File: config.mk
export PLATFORM = sky130hd
export DESIGN_NAME = fast_ctx_shadow
export DESIGN_NICKNAME = d
export VERILOG_FILES = /design/src/rtl/ctx_shadow_pkg.sv /design/src/rtl/ctx_shadow_bank.sv /design/src/rtl/ctx_restore_fsm.sv /design/src/rtl/fast_ctx_shadow.sv
export SDC_FILE = /design/constraint.sdc
export NUM_CORES = 1
export LEC_CHECK = 0
export BUFFER_PORTS_ARGS = -buffer_cell sky130_fd_sc_hd__buf_2
export CAP_MARGIN = 10
export CORE_ASPECT_RATIO = 0.5
export CORE_UTILIZATION = 50
export DETAILED_ROUTE_END_ITERATION = 12
export GPL_TIMING_DRIVEN = 0
export PLACE_DENSITY = 0.87
export SLEW_MARGIN = 10
export SYNTH_ARGS = -nofsm -noshare
export SYNTH_HDL_FRONTEND = slang
export SYNTH_SLANG_ARGS = --single-unit
File: constraint.sdc
create_clock -name clk -period 2.55 [get_ports clk]
set_clock_uncertainty 0.15 [all_clocks]
set_input_delay 0.1275 -clock clk [delete_from_list [all_inputs] [get_ports clk]]
set_output_delay 0.1275 -clock clk [all_outputs]
set_load 0.02 [all_outputs]
File: src/rtl/ctx_shadow_pkg.sv
package ctx_shadow_pkg;
    localparam int STATUS_W = 5;
    localparam int WREG_W   = 8;
    localparam int BSR_W    = 4;
    localparam int CTX_W    = STATUS_W + WREG_W + BSR_W;

    typedef enum logic {
        RP_IDLE  = 1'b0,
        RP_PULSE = 1'b1
    } rp_state_e;
endpackage

File: src/rtl/ctx_shadow_bank.sv
module ctx_shadow_bank #(
    parameter int W = 8
) (
    input  logic         clk,
    input  logic         rst_n,
    input  logic         load,
    input  logic [W-1:0] d,
    output logic [W-1:0] q
);
    always_ff @(posedge clk or negedge rst_n) begin
        if (!rst_n) begin
            q <= '0;
        end else if (load) begin
            q <= d;
        end
    end

    // contents change only on a load
    assert_bank_hold_R8: assert property (@(posedge clk) disable iff (!rst_n)
        !load |=> $stable(q));
endmodule

File: src/rtl/ctx_restore_fsm.sv
module ctx_restore_fsm
    import ctx_shadow_pkg::*;
(
    input  logic clk,
    input  logic rst_n,
    input  logic irq_vector,
    input  logic call_req,
    input  logic call_fast,
    input  logic ret_req,
    input  logic ret_fast,
    output logic capture_en,
    output logic restore_en,
    output logic restore_valid
);
    rp_state_e state_q, state_d;

    // decode of the core's strobes
    always_comb begin
        capture_en = irq_vector | (call_req & call_fast);
        restore_en = ret_req & ret_fast;
    end

    // state register
    always_ff @(posedge clk or negedge rst_n) begin
        if (!rst_n) begin
            state_q <= RP_IDLE;
        end else begin
            state_q <= state_d;
        end
    end

    // transitions
    always_comb begin
        state_d = state_q;
        unique case (state_q)
            RP_IDLE:  state_d = restore_en ? RP_PULSE : RP_IDLE;   // restore-start
            RP_PULSE: state_d = restore_en ? RP_PULSE : RP_IDLE;   // restore-again / restore-end
            default:  state_d = RP_IDLE;
        endcase
    end

    // outputs
    always_comb begin
        restore_valid = 1'b0;
        unique case (state_q)
            RP_IDLE:  restore_valid = 1'b0;
            RP_PULSE: restore_valid = 1'b1;
            default:  restore_valid = 1'b0;
        endcase
    end

    // a fast return yields a valid pulse in the next cycle
    assert_valid_after_fast_ret_R4: assert property (@(posedge clk) disable iff (!rst_n)
        (ret_req && ret_fast) |=> restore_valid);
    // without a fast return there is no pulse next cycle
    assert_no_valid_plain_ret_R5: assert property (@(posedge clk) disable iff (!rst_n)
        !(ret_req && ret_fast) |=> !restore_valid);
endmodule

File: src/rtl/fast_ctx_shadow.sv
module fast_ctx_shadow
    import ctx_shadow_pkg::*;
#(
    parameter int ST_W = STATUS_W,
    parameter int WR_W = WREG_W,
    parameter int BS_W = BSR_W
) (
    input  logic            clk,
    input  logic            rst_n,
    input  logic [ST_W-1:0] live_status,
    input  logic [WR_W-1:0] live_wreg,
    input  logic [BS_W-1:0] live_bsr,
    input  logic            irq_vector,
    input  logic            call_req,
    input  logic            call_fast,
    input  logic            ret_req,
    input  logic            ret_fast,
    output logic            restore_valid,
    output logic [ST_W-1:0] restore_status,
    output logic [WR_W-1:0] restore_wreg,
    output logic [BS_W-1:0] restore_bsr
);
    localparam int CW = ST_W + WR_W + BS_W;

    logic          capture_en;
    logic          restore_en;
    logic [CW-1:0] live_ctx;
    logic [CW-1:0] shadow_ctx;
    logic [CW-1:0] out_ctx;

    assign live_ctx = {live_status, live_wreg, live_bsr};

    ctx_restore_fsm u_fsm (
        .clk           (clk),
        .rst_n         (rst_n),
        .irq_vector    (irq_vector),
        .call_req      (call_req),
        .call_fast     (call_fast),
        .ret_req       (ret_req),
        .ret_fast      (ret_fast),
        .capture_en    (capture_en),
        .restore_en    (restore_en),
        .restore_valid (restore_valid)
    );

    // the one-deep shadow: every capture overwrites it
    ctx_shadow_bank #(.W(CW)) u_shadow (
        .clk   (clk),
        .rst_n (rst_n),
        .load  (capture_en),
        .d     (live_ctx),
        .q     (shadow_ctx)
    );

    // restore data register samples the pre-edge shadow contents
    ctx_shadow_bank #(.W(CW)) u_restore (
        .clk   (clk),
        .rst_n (rst_n),
        .load  (restore_en),
        .d     (shadow_ctx),
        .q     (out_ctx)
    );

    assign restore_status = out_ctx[CW-1 -: ST_W];
    assign restore_wreg   = out_ctx[BS_W +: WR_W];
    assign restore_bsr    = out_ctx[BS_W-1:0];

    // an interrupt entry stores the live registers
    assert_irq_captures_R2: assert property (@(posedge clk) disable iff (!rst_n)
        irq_vector |=> (shadow_ctx == $past({live_status, live_wreg, live_bsr})));
    // a plain call with no interrupt keeps the shadow
    assert_plain_call_keeps_R3: assert property (@(posedge clk) disable iff (!rst_n)
        (call_req && !call_fast && !irq_vector) |=> $stable(shadow_ctx));
    // restore data reflects the shadow before any same-cycle capture
    assert_restore_old_ctx_R7: assert property (@(posedge clk) disable iff (!rst_n)
        (ret_req && ret_fast) |=> ({restore_status, restore_wreg, restore_bsr} == $past(shadow_ctx)));
    // restore data holds while no restore is pending
    assert_restore_hold_R4: assert property (@(posedge clk) disable iff (!rst_n)
        !(ret_req && ret_fast) |=> $stable({restore_status, restore_wreg, restore_bsr}));
endmodule

==> Word-level counts from Yosys, hierarchy flattened <==
Index checks and enable logic that the tools add are counted.
{ "op_classes": {"n_mux": 2, "bitwise": 4} }
{ "op_table": {"columns": ["cell", "count"], "rows": [
  ["bitwise AND 1 bit", 2],
  ["one-hot mux 1 bit (2 select lines)", 1],
  ["two-way mux 1 bit", 1],
  ["NOT 1 bit", 1],
  ["bitwise OR 1 bit", 1]
]} }
{ "word_totals": {"reg_bits": 35} }

==> Logic depth before layout (Yosys ltp) <==
Gate-level depths: netlist of the first run.
{ "logic_depth": {"ltp_word": 2, "ltp_mapped": 3} }

==> Cells and area by module <==
From an unflattened synthesis of the first run, not the netlist that was laid out.
{ "unflattened": {"hier_cells": 75, "area_unflattened_um2": 1410.1} }
{ "modules_own_cells": {"columns": ["mod", "instances", "cells_each", "area_each_um2", "seq_area_each_um2"], "rows": [
  ["ctx_shadow_bank", 2, 36, 685.7, 425.4],
  ["ctx_restore_fsm", 1, 3, 38.8, 25.0]
]} }

==> Worst setup path after synthesis of the first run <==
No wires, ideal clock.
{ "synth_timing": {"kind": "input port to flip-flop", "startpoint": "input call_req", "endpoint": "register u_shadow.q[10]", "setup_ps": 125, "t_arrival_ps": 846, "required_ps": 2275, "slack_ps": 1429, "cell_stages": 3, "path_buffers": 1, "path_cell_list": "a21oi_4 > buf_12 > mux2_4"} }
{ "synth_between": {"elab_chain_cells": 2} }
{ "synth_rtl": {"columns": ["item", "line", "source"], "rows": [
  ["from (decl)", "fast_ctx_shadow.sv:14", "input logic call_req,"],
  ["bitwise AND 1 bit", "ctx_restore_fsm.sv:19", "capture_en = irq_vector | (call_req & call_fast);"],
  ["bitwise OR 1 bit", "ctx_restore_fsm.sv:19", null],
  ["to (signal assigned)", "ctx_shadow_bank.sv:12", "q <= '0;"],
  ["to (signal assigned)", "ctx_shadow_bank.sv:14", "q <= d;"],
  ["to (decl)", "ctx_shadow_bank.sv:8", "output logic [W-1:0] q"]
]} }
No other way between the ends.
A chain may end at the register's enable or synchronous reset.

==> Worst setup path after layout of the first run <==
{ "layout_timing": {"startpoint": "register u_restore.q[8]", "endpoint": "output restore_wreg[4]"} }
{ "layout_lines": {"columns": ["item", "line", "source"], "rows": [
  ["from (decl)", "ctx_shadow_bank.sv:8", null],
  ["from (signal assigned)", "ctx_shadow_bank.sv:12", null],
  ["from (signal assigned)", "ctx_shadow_bank.sv:14", null],
  ["to (decl)", "fast_ctx_shadow.sv:20", "output logic [WR_W-1:0] restore_wreg,"]
]} }
No word-level cell between the ends.

==> parameters.txt, run 1 <==
Parameter                              Value

Synthesis
  Adder-cell share of the synthesized area    0%
  Area fraction in compound gates after synthesis    1.20%
  Top cells by area in the synthesized netlist    sky130_fd_sc_hd__dfrtp_1 65%, sky130_fd_sc_hd__mux2_2 20%, sky130_fd_sc_hd__mux2_4 11%
  Flip-flop and latch count after synthesis    35
  Area share of xor/xnor cells in the synthesized design    0%
  Multiplexer area fraction after synthesis    31.1%
  Largest family of logic cells by synthesized area    multiplexers
  Synth area leader    sky130_fd_sc_hd__dfrtp_1
  Synthesized-area fraction occupied by and/or/nand/nor cells    0.462%
  Average cell area after synthesis    18.3 sq um
  Post-synth top area share    64.7%
  Sequential element share of the synthesized area    64.7%
  Post-synth net total    98
  Post-synthesis cell count    74
  Cell variety after synth    8
  Synth warn    0
  Post-synthesis instance area    1350 sq um

Place
  Final Wtd Congestion    0.659
  Post-Place Worst Slack    1.20 ns
  Quantity of I/O buffers inserted on ports    41
  Detailed placement HPWL    1700 um
  Number of placed cells counting well taps    150
  Placed inst area    1600 sq um

Power
  Switching power summed over all nets    0.398 mW
  Cell-internal power    1.08 mW
  PnR Total Power    1.47 mW
  Leakage Power    0.912 nW
  Clock network power share    33.5%
  Fraction of power consumed by combinational cells    20.5%
  Maximum ir drop on the vdd rail    499 uV
  Power density over cell area    778 nW/um^2
  Proportion of power drawn by flip-flops and latches    46.0%
  Switch share    27.0%

STA
  Final Hold Slack    0.135 ns
  Period utilization    43.9%
  Total count of max-transition violations in the final report    0
  Final number of setup-violating endpoints    0
  Min cycle time layout    1.12 ns
  Headroom to the max-slew limit    50.4%
  Setup slack after layout    1.43 ns
  Aggregate negative setup slack    0 ns
  Unrepaired setup endpoints after global routing    no
  Final hold violation count    0
  Slew @ Worst Pin    0.744 ns
  Max Fclk    0.893 GHz

Worst setup path
  Worst Setup Path Type    flop to output port
  Critical path, cell by cell    buf_2
  Largest stage delay on the critical path    0.39 ns
  Number of buffer and inverter instances along the worst setup path    1
  Worst Path Max Fanout    2
  Family with the most delay on the worst path    flip-flops
  Arrival time worst endpoint    0.84 ns
  Max stage delay cell, worst path    sky130_fd_sc_hd__dfrtp_1
  Setup crit end kind    output port
  Startpoint kind of the worst setup timing path    flop
  Req. time, crit path    2.27 ns

Clock network
  Clock tree from TritonCTS    yes
  Later-pin clock latency in the skew report    0.28 ns
  CTS max path bufs    2
  Number of setup buffers added after CTS    0
  Number of buffers added by the clock tree synthesis step    5
  H-Tree Level Count    2
  CTS sink count    35
  Clk root buf    sky130_fd_sc_hd__clkbuf_8
  Clock transition at path regs    0.07 ns

Drt
  DRC violations left    0
  Total number of vias    843
  Drt first pass iters    4
  Routed Wire Length    2910 um
  Average vias per placed instance    4.79
  Antenna Violating Nets Remaining    0
  Iteration-0 DRC Markers    35
  Post-DR wirelength/cell    16.5 um

Cells and area
  Finished Layout Cells    176
  Commonest non-fill, non-tap cell in the layout    sky130_fd_sc_hd__buf_2
  Synth-to-Final Area Change    40.0%
  Utilization after layout    79.4%
  Fin nets    164
  Fraction of layout cells with a size suffix above 1    61.7%
  Number of antenna repair diodes    0
  Area of all placed cells without fillers    1900 sq um
  Commonest non-fill, non-tap cells in the layout    41 x sky130_fd_sc_hd__buf_2, 35 x sky130_fd_sc_hd__dfrtp_1, 24 x sky130_fd_sc_hd__mux2_2

Die
  Initial standard-cell utilization of the core    56.7%
  Die outline width    75.6 um
  Number of top-level design ports    42
  Area of the core    2390 sq um
  Floorplan die area    2930 sq um
  Number of placement rows    12
  Vert. Die Dim    38.8 um

Run status
  Result of the run    finished, final reports clean

Global route
  Remaining global-route overflow    0
  Pin count of the biggest net entering global routing    36
  Overall Global Routing Usage    24.0%
  Number of global-route vias before repair    911
  First-pass GRT wire length    4640 um
  Antenna violations before repair    0

Flow run
  Max Cap Viol    0

Hold path
  Hold crit path type    input port to flop
## cells by family (layout without fill, tap and decap cells)
kind of cell / Yosys count / in the layout
AOI/OAI and AO/OA: 1 / 1
buffers and inverters: 3 / 70
DFF: 35 / 35
muxes: 34 / 34
and+or+nand+nor: 1 / 1
## timing repair
action | 4_1_cts | 5_1_grt
endpoints found under the setup margin | 0 | 0
gates resized for setup | 0 | 0
hold buffers | 18 | 0
hold endpoints to repair | 52 | 0
## worst min-delay path, stage by stage
cell                      delay [ns]
sky130_fd_sc_hd__buf_2          0.11
sky130_fd_sc_hd__a21oi_4        0.07
sky130_fd_sc_hd__mux2_2         0.22
## final cells by class
type | count | area, sq um
tap | 35 | 43.8
timing repair buffer | 59 | 385
inverter | 1 | 3.75
clock inverter | 3 | 43.8
clock buffer | 5 | 68.8
multi-input combinational | 36 | 443
fill | 124 | 492
sequential | 35 | 876
buffer | 2 | 31.3
## power groups by stage
stage	clock, mW	combinational [mW]	sequential, mW
CTS	0.505	0.302	0.676
global route	0.527	0.323	0.686
finish	0.494	0.303	0.678
global placement	0	0.269	0.680
detailed placement	0	0.279	0.685
floorplan	0	0.106	0.748
## synth_stat cells, drive strengths merged
| master | count |
|---|---|
| dfrtp | 35 |
| mux2 | 34 |
| buf | 2 |
| a21oi | 1 |
| inv | 1 |
| nand2 | 1 |
## per-layer routing
| metal | vias to the layer above | share of wire [%] | GRT usage [%] |
|---|---|---|---|
| met1 | 433 | 45 | 28.4 |
| met2 | 15 | 51 | 43.3 |
| met3 | 2 | 3.5 | 7.29 |
| met5 | - | 0 | 0 |
| li1 | 393 | - | - |
| met4 | 0 | 0.76 | 6.94 |
## state kept, by name, summed over array words and instances (netlist names)
signal	count
u_fsm.state_q	1
u_shadow.q	17
u_restore.q	17
## worst paths after layout
| check | from | end | slack [ns] | depth (start not counted) |
|---|---|---|---|---|
| setup reg to reg | u_shadow.q[6]$_DFFE_PN0P_ | u_restore.q[6]$_DFFE_PN0P_ | 1.61 | 1 |
| max in group asynchronous | rst_n | u_restore.q[6]$_DFFE_PN0P_ | 1.47 | 2 |
| setup / recovery | u_restore.q[8]$_DFFE_PN0P_ | restore_wreg[4] | 1.43 | 1 |
| hold reg to reg | u_restore.q[9]$_DFFE_PN0P_ | u_restore.q[9]$_DFFE_PN0P_ | 0.35 | 1 |
| hold / removal | irq_vector | u_shadow.q[1]$_DFFE_PN0P_ | 0.13 | 3 |
| min in group asynchronous | rst_n | u_restore.q[5]$_DFFE_PN0P_ | 0.30 | 2 |
No activity file was read; power rests on OpenSTA's default activity.
==> inputs of run 2 (changes only) <==
--- a/config.mk
+++ b/config.mk
@@ -5,13 +5,14 @@
 export SDC_FILE = /design/constraint.sdc
 export NUM_CORES = 1
 export LEC_CHECK = 0
+export ABC_AREA = 1
 export BUFFER_PORTS_ARGS = -buffer_cell sky130_fd_sc_hd__buf_2
 export CAP_MARGIN = 10
 export CORE_ASPECT_RATIO = 0.5
-export CORE_UTILIZATION = 50
+export CORE_UTILIZATION = 44
 export DETAILED_ROUTE_END_ITERATION = 12
 export GPL_TIMING_DRIVEN = 0
-export PLACE_DENSITY = 0.87
+export PLACE_DENSITY = 0.82
 export SLEW_MARGIN = 10
 export SYNTH_ARGS = -nofsm -noshare
 export SYNTH_HDL_FRONTEND = slang
==> constraint.sdc (replaced) <==
create_clock -name clk -period 1 [get_ports clk]
set_clock_uncertainty 0.15 [all_clocks]
set_input_delay 0.05 -clock clk [delete_from_list [all_inputs] [get_ports clk]]
set_output_delay 0.05 -clock clk [all_outputs]
set_load 0.02 [all_outputs]
==> run 2 against run 1 <==
Effect of this change: via count grew 64%; critical path depth stayed put; clock power rose by 100%; the run now ends with negative hold slack, negative setup slack left; sequential share of layout area is 4.4 points lower; non-clock buffer count increased by 16.
==> parameters.txt, run 2 <==
Parameter                              Value

Run status
  Result of the run    complete, but fails checks
  Violated checks    negative hold slack, negative setup slack

Synthesis
  Synth warn    0 (unchanged)
  Top cells by area in the synthesized netlist    sky130_fd_sc_hd__dfrtp_1 64%, sky130_fd_sc_hd__nand2_1 23%, sky130_fd_sc_hd__nand3_1 6.2%
  Sequential element share of the synthesized area    64.1% (-0.59 points)
  Post-synth net total    171 (+74%)
  Average cell area after synthesis    9.29 sq um (-49%)
  Share of synthesized flip-flops with an asynchronous set or reset    100% (unchanged)
  Post-synthesis instance area    1370 sq um (+0.92%)
  Cell variety after synth    9 (+1)
  Post-synthesis cell count    147 (+99%)
  Cell types with the highest counts after synthesis    85 x sky130_fd_sc_hd__nand2_1, 35 x sky130_fd_sc_hd__dfrtp_1, 17 x sky130_fd_sc_hd__nand3_1, 3 x sky130_fd_sc_hd__nand2_4
  Number of flops mapped to enable cells by yosys    0 (unchanged)
  Synth area leader    sky130_fd_sc_hd__dfrtp_1
  Flip-flop cell with the highest count after synthesis    sky130_fd_sc_hd__dfrtp_1
  Post-synth top area share    64.1% (-0.59 points)
  Most instantiated library cell after synthesis    sky130_fd_sc_hd__nand2_1
  Flip-flop and latch count after synthesis    35 (unchanged)

STA
  Headroom to the max-slew limit    50.0% (-0.43 points)
  Max Fclk    0.957 GHz
  Period utilization    105%
  Min cycle time layout    1.05 ns
  Aggregate negative setup slack    -0.396 ns (-0.396 ns)
  Final Hold Slack    -0.335 ns (-0.469 ns)
  Final hold violation count    42 (+42)
  Total count of max-transition violations in the final report    0 (unchanged)
  Setup slack after layout    -0.0451 ns (-1.47 ns)
  Slew @ Worst Pin    0.750 ns (+0.00643 ns)
  Unrepaired setup endpoints after global routing    yes
  Final number of setup-violating endpoints    22 (+22)

Place
  Detailed placement HPWL    1950 um (+15%)
  Post-Place Worst Slack    0.0409 ns (-1.16 ns)
  Placed inst area    1620 sq um (+0.94%)
  Quantity of I/O buffers inserted on ports    41 (unchanged)
  Final Wtd Congestion    0.726 (+10%)

Cells and area
  Commonest non-fill, non-tap cells in the layout    85 x sky130_fd_sc_hd__nand2_1, 35 x sky130_fd_sc_hd__dfrtp_1, 24 x sky130_fd_sc_hd__buf_2
  Commonest non-fill, non-tap cell in the layout    sky130_fd_sc_hd__nand2_1
  Number of antenna repair diodes    0 (unchanged)
  Largest registers ranked by flip-flop count    u_restore.q x17, u_shadow.q x17, u_fsm.state_q x1
  Synth-to-Final Area Change    53.3%
  Fraction of layout cells with a size suffix above 1    30.0% (-32 points)
  Area of all placed cells without fillers    2090 sq um (+10%)
  Fin nets    250 (+52%)

Clock network
  Clock tree from TritonCTS    yes
  Later-pin clock latency in the skew report    0.29 ns (about the same)
  CTS max path bufs    2 (unchanged)
  CTS sink count    35 (unchanged)
  H-Tree Level Count    2 (unchanged)
  Clock transition at path regs    0.08 ns (about the same)
  Number of buffers added by the clock tree synthesis step    5 (unchanged)
  Clk root buf    sky130_fd_sc_hd__clkbuf_8

Global route
  Number of global-route vias before repair    1296 (+42%)
  First-pass GRT wire length    5910 um (+28%)
  Antenna violations before repair    0 (unchanged)
  Remaining global-route overflow    0 (unchanged)
  Pin count of the biggest net entering global routing    36 (unchanged)
  Overall Global Routing Usage    24.5% (+0.45 points)

Worst setup path
  Largest stage delay on the critical path    0.41 ns (+0.02 ns)
  Critical path, cell by cell    buf_6
  Family with the most delay on the worst path    flip-flops
  Startpoint kind of the worst setup timing path    flop
  Req. time, crit path    0.80 ns (-1.47 ns)
  Setup crit end kind    output port
  WP depth    1 (unchanged)
  Arrival time worst endpoint    0.85 ns (about the same)
  Critical path launch point    u_restore.q[4]$_DFFE_PN0P_
  Number of buffer and inverter instances along the worst setup path    1 (unchanged)
  Worst flop-to-flop path startpoint    u_restore.q[4]$_DFFE_PN0P_
  Worst reg-to-reg path cell count    3 (+2)
  Worst Path Max Fanout    2 (unchanged)
  Worst Setup Path Type    flop to output port
  Max stage delay cell, worst path    sky130_fd_sc_hd__dfrtp_1

Die
  Area of the core    2770 sq um (+16%)
  Vert. Die Dim    41.4 um (+6.7%)
  Die outline width    80.8 um (+6.9%)
  Initial standard-cell utilization of the core    49.4% (-7.3 points)
  Number of placement rows    13 (+1)
  Number of top-level design ports    42 (unchanged)
  Floorplan die area    3350 sq um (+14%)

Drt
  Antenna Violating Nets Remaining    0 (unchanged)
  Drt first pass iters    4 (unchanged)
  Average vias per placed instance    5.25 (+9.5%)
  Routed Wire Length    4210 um (+45%)
  DRC violations left    0 (unchanged)
  Total number of vias    1385 (+64%)
  Iteration-0 DRC Markers    157 (+350%)
  Post-DR wirelength/cell    16.0 um (-3.5%)

Power
  Power density over cell area    1710 nW/um^2 (+120%)
  Leakage Power    1.15 nW (+27%)
  PnR Total Power    3.59 mW (+140%)
  Maximum ir drop on the vdd rail    981 uV (+97%)

Hold path
  Hold crit path type    input port to asynchronous set/reset pin

Flow run
  Max Cap Viol    0 (unchanged)
## run 2: through the flow
step	cells	hold slack [ns]	util [%]
2_1_floorplan	147	-0.396	-
3_3_place_gp	225	-0.00713	58.5
3_5_place_dp	225	0.00903	58.5
4_1_cts	259	-0.296	73.9
5_1_grt	264	-0.263	75.7
6_report	264	-0.335	75.7
## run 2: layout make-up
type	instances	area [sq um]
buffer	5	42.5
clock buffer	7	76.3
clock inverter	1	5.00
fill	162	671
inverter	2	10.0
multi-input combinational	105	438
sequential	35	876
tap	37	46.3
timing repair buffer	72	601
## run 2: metal layers
layer | wire length [um] | track usage (%)
met3 | 405 | 7.69
met2 | 2000 | 40.7
met4 | 250 | 14.3
met1 | 1550 | 27.9
met5 | 0 | 0
## run 2: path summary, 6_finish.rpt
| kind | endpoint | slack (ns) |
|---|---|---|
| min in group clk | u_shadow.q[15]$_DFFE_PN0P_ | -0.04 |
| hold reg to reg | u_restore.q[13]$_DFFE_PN0P_ | 0.33 |
| hold / removal | u_restore.q[4]$_DFFE_PN0P_ | -0.33 |
| setup / recovery | restore_wreg[0] | -0.05 |
| setup reg to reg | u_restore.q[4]$_DFFE_PN0P_ | 0.01 |
| max in group asynchronous | u_shadow.q[0]$_DFFE_PN0P_ | 0.55 |
## run 2: what timing repair did
| action | CTS | global route |
|---|---|---|
| buffers inserted | 9 | 2 |
| hold buffers | 17 | 3 |
| setup endpoints to repair | 17 | 18 |
| resized for setup | 34 | 2 |
| hold endpoints to repair | 59 | 45 |
## run 2: cell families after synthesis
logic type	Yosys count	synth area share, %
buffers and inverters	7	3.85
DFF	35	64.1
and+or+nand+nor	105	32.1
## run 2: power breakdown
part           internal (mW)  total [mW]  switching (mW)  leakage, nW
combinational          0.447       0.893           0.447        0.680
sequential              1.58        1.70           0.120        0.432
clock                  0.489       0.987           0.499       0.0422
total                   2.52        3.59            1.07         1.15
==> inputs of run 3 (changes only) <==
--- a/config.mk
+++ b/config.mk
@@ -12,7 +12,7 @@
 export CORE_UTILIZATION = 44
 export DETAILED_ROUTE_END_ITERATION = 12
 export GPL_TIMING_DRIVEN = 0
-export PLACE_DENSITY = 0.82
+export PLACE_DENSITY = 0.8
 export SLEW_MARGIN = 10
 export SYNTH_ARGS = -nofsm -noshare
 export SYNTH_HDL_FRONTEND = slang
==> run 3 against run 2 <==
Effect of this change: the run still ends with negative hold slack, negative setup slack left; via count shrank 5.7%; first-iteration DRC count grew 36%; core utilization shrank 0.41 points; power shrank 2.1%; critical path depth grew 4; critical endpoint is now u_restore.q[2]$_DFFE_PN0P_; largest power group unchanged.
==> parameters.txt, run 3 (same netlist as run 2, synthesis figures left out) <==
Parameter                              Value

STA
  Final hold violation count    44 (+4.8%)
  Setup slack after layout    -0.0332 ns (+0.0119 ns)
  Final Hold Slack    -0.328 ns (+0.00678 ns)
  Slew @ Worst Pin    0.752 ns (+0.00239 ns)
  Headroom to the max-slew limit    49.8% (-0.16 points)
  Total count of max-transition violations in the final report    0 (unchanged)
  Period utilization    103% (-1.2 points)
  Unrepaired setup endpoints after global routing    yes
  Final number of setup-violating endpoints    21 (-4.5%)
  Min cycle time layout    1.03 ns (-0.0119 ns)
  Max Fclk    0.968 GHz (+1.2%)

Power
  Power density over cell area    1690 nW/um^2 (-1.5%)
  Maximum ir drop on the vdd rail    900 uV (-8.3%)
  Leakage Power    1.15 nW (-0.24%)
  PnR Total Power    3.51 mW (-2.1%)

Global route
  First-pass GRT wire length    5480 um (-7.4%)
  Number of global-route vias before repair    1177 (-9.2%)
  Antenna violations before repair    0 (unchanged)
  Pin count of the biggest net entering global routing    36 (unchanged)
  Overall Global Routing Usage    22.9% (-1.6 points)
  Remaining global-route overflow    0 (unchanged)

Drt
  Antenna Violating Nets Remaining    0 (unchanged)
  Total number of vias    1306 (-5.7%)
  Post-DR wirelength/cell    14.2 um (-11%)
  Iteration-0 DRC Markers    214 (+36%)
  Drt first pass iters    5 (+1)
  Routed Wire Length    3710 um (-12%)
  DRC violations left    0 (unchanged)
  Average vias per placed instance    4.98 (-5.0%)

Worst setup path
  Critical path launch point    ret_req
  Most repeated library cell on the critical path    sky130_fd_sc_hd__nand2_1
  Startpoint kind of the worst setup timing path    input port
  Worst flop-to-flop path startpoint    u_restore.q[5]$_DFFE_PN0P_
  Reg2Reg Capture Point    u_restore.q[5]$_DFFE_PN0P_
  Worst Path Max Fanout    6 (+4)
  Critical path, cell by cell    buf_2, nand2_4, dlygate4sd3_1, nand2_1, nand2_1
  Worst Setup Path Type    input port to flop
  Arrival time worst endpoint    1.11 ns (+0.26 ns)
  Max stage delay cell, worst path    sky130_fd_sc_hd__dlygate4sd3_1
  Worst reg-to-reg path cell count    3 (unchanged)
  Largest stage delay on the critical path    0.67 ns (+0.26 ns)
  Slack of the worst reg-to-reg path    0.06 ns (+0.05 ns)
  Req. time, crit path    1.08 ns (+0.28 ns)
  Setup crit end kind    flop

Die
  Area of the core    2770 sq um (unchanged)
  Floorplan die area    3350 sq um (unchanged)
  Number of top-level design ports    42 (unchanged)
  Vert. Die Dim    41.4 um (unchanged)
  Die outline width    80.8 um (unchanged)
  Number of placement rows    13 (unchanged)
  Initial standard-cell utilization of the core    49.4% (unchanged)

Cells and area
  Commonest non-fill, non-tap cell in the layout    sky130_fd_sc_hd__nand2_1
  Number of antenna repair diodes    0 (unchanged)
  Layout fillers    164 (+1.2%)
  Footprint of the multi-input gates    438 sq um (unchanged)
  Fin nets    250 (unchanged)
  Flip-flop and latch area    876 sq um (unchanged)
  Fraction of layout cells with a size suffix above 1    30.2% (+0.27 points)
  Largest registers ranked by flip-flop count    u_restore.q x17, u_shadow.q x17, u_fsm.state_q x1
  Utilization after layout    75.3% (-0.41 points)
  Commonest non-fill, non-tap cells in the layout    85 x sky130_fd_sc_hd__nand2_1, 35 x sky130_fd_sc_hd__dfrtp_1, 24 x sky130_fd_sc_hd__buf_2
  Synth-to-Final Area Change    52.5%

Clock network
  Number of buffers added by the clock tree synthesis step    5 (unchanged)
  H-Tree Level Count    2 (unchanged)
  Clock tree from TritonCTS    yes
  CTS sink count    35 (unchanged)
  Clock transition at path regs    0.07 ns (about the same)
  Later-pin clock latency in the skew report    0.29 ns (about the same)
  Clk root buf    sky130_fd_sc_hd__clkbuf_8
  CTS max path bufs    2 (unchanged)

Place
  Final Wtd Congestion    0.729 (+0.39%)
  Detailed placement HPWL    1940 um (-0.56%)
  Quantity of I/O buffers inserted on ports    41 (unchanged)
  Post-Place Worst Slack    0.00651 ns (-0.0344 ns)

Run status
  Result of the run    complete, but fails checks
  Violated checks    negative hold slack, negative setup slack

Hold path
  Hold crit path type    input port to asynchronous set/reset pin

Flow run
  Max Cap Viol    0 (unchanged)
-- run 3: cell count changes in the layout (fill, tap and decap cells not counted), sizes merged --
cell	before	now
buf	57	58
clkbuf	7	6
clkinv	1	0
dlygate4sd3	20	19
-- run 3: cell type report --
class,instances,share of cell area [%]
clock buffer,6,3.48
sequential,35,42.0
tap,37,2.22
buffer,5,2.04
timing repair buffer,72,28.7
inverter,2,0.480
multi-input combinational,105,21.0
-- run 3: metal layers --
metal / wire length [um] / GRT usage (%) / vias up
met5: 0 / 0 / -
met4: 59 / 7.14 / 0
met3: 306 / 9.67 / 7
met2: 1770 / 34.5 / 58
met1: 1580 / 30.0 / 625
li1: - / - / 616
-- run 3: worst max-delay path: cells and delay by family --
family | cells | cell delay (ns)
buf+inv | 2 | 0.78
simple gates | 3 | 0.28
-- run 3: how the worst max path moves through the flow --
stage / endpoint / slack, ns / depth (start not counted)
floorplan: u_restore.q[0]$_DFFE_PN0P_ / 0.17 / 2
global placement: u_shadow.q[4]$_DFFE_PN0P_ / 0.07 / 6
detailed placement: u_shadow.q[4]$_DFFE_PN0P_ / 0.007 / 6
CTS: restore_status[3] / -0.03 / 1
global route: u_restore.q[2]$_DFFE_PN0P_ / -0.08 / 5
finish: u_restore.q[2]$_DFFE_PN0P_ / -0.03 / 5
-- run 3: metrics by stage --
step	instance area, sq um	TNS (ns)	instances
floorplan	1370	0	147
global placement	1620	0	225
detailed placement	1620	0	225
CTS	2030	-0.242	256
global route	2080	-0.918	262
finish	2080	-0.341	262
-- run 3: timing repair --
item | in CTS | in global routing
endpoints found under the setup margin | 17 | 18
resized for setup | 34 | 2
buffers inserted | 8 | 4
hold buffers | 17 | 2
hold endpoints to repair | 59 | 44
-- run 3: power breakdown --
group          total [mW]  internal [mW]  switching [mW]
logic               0.871          0.450           0.421
clock network       0.940          0.464           0.476
registers            1.70           1.59           0.115
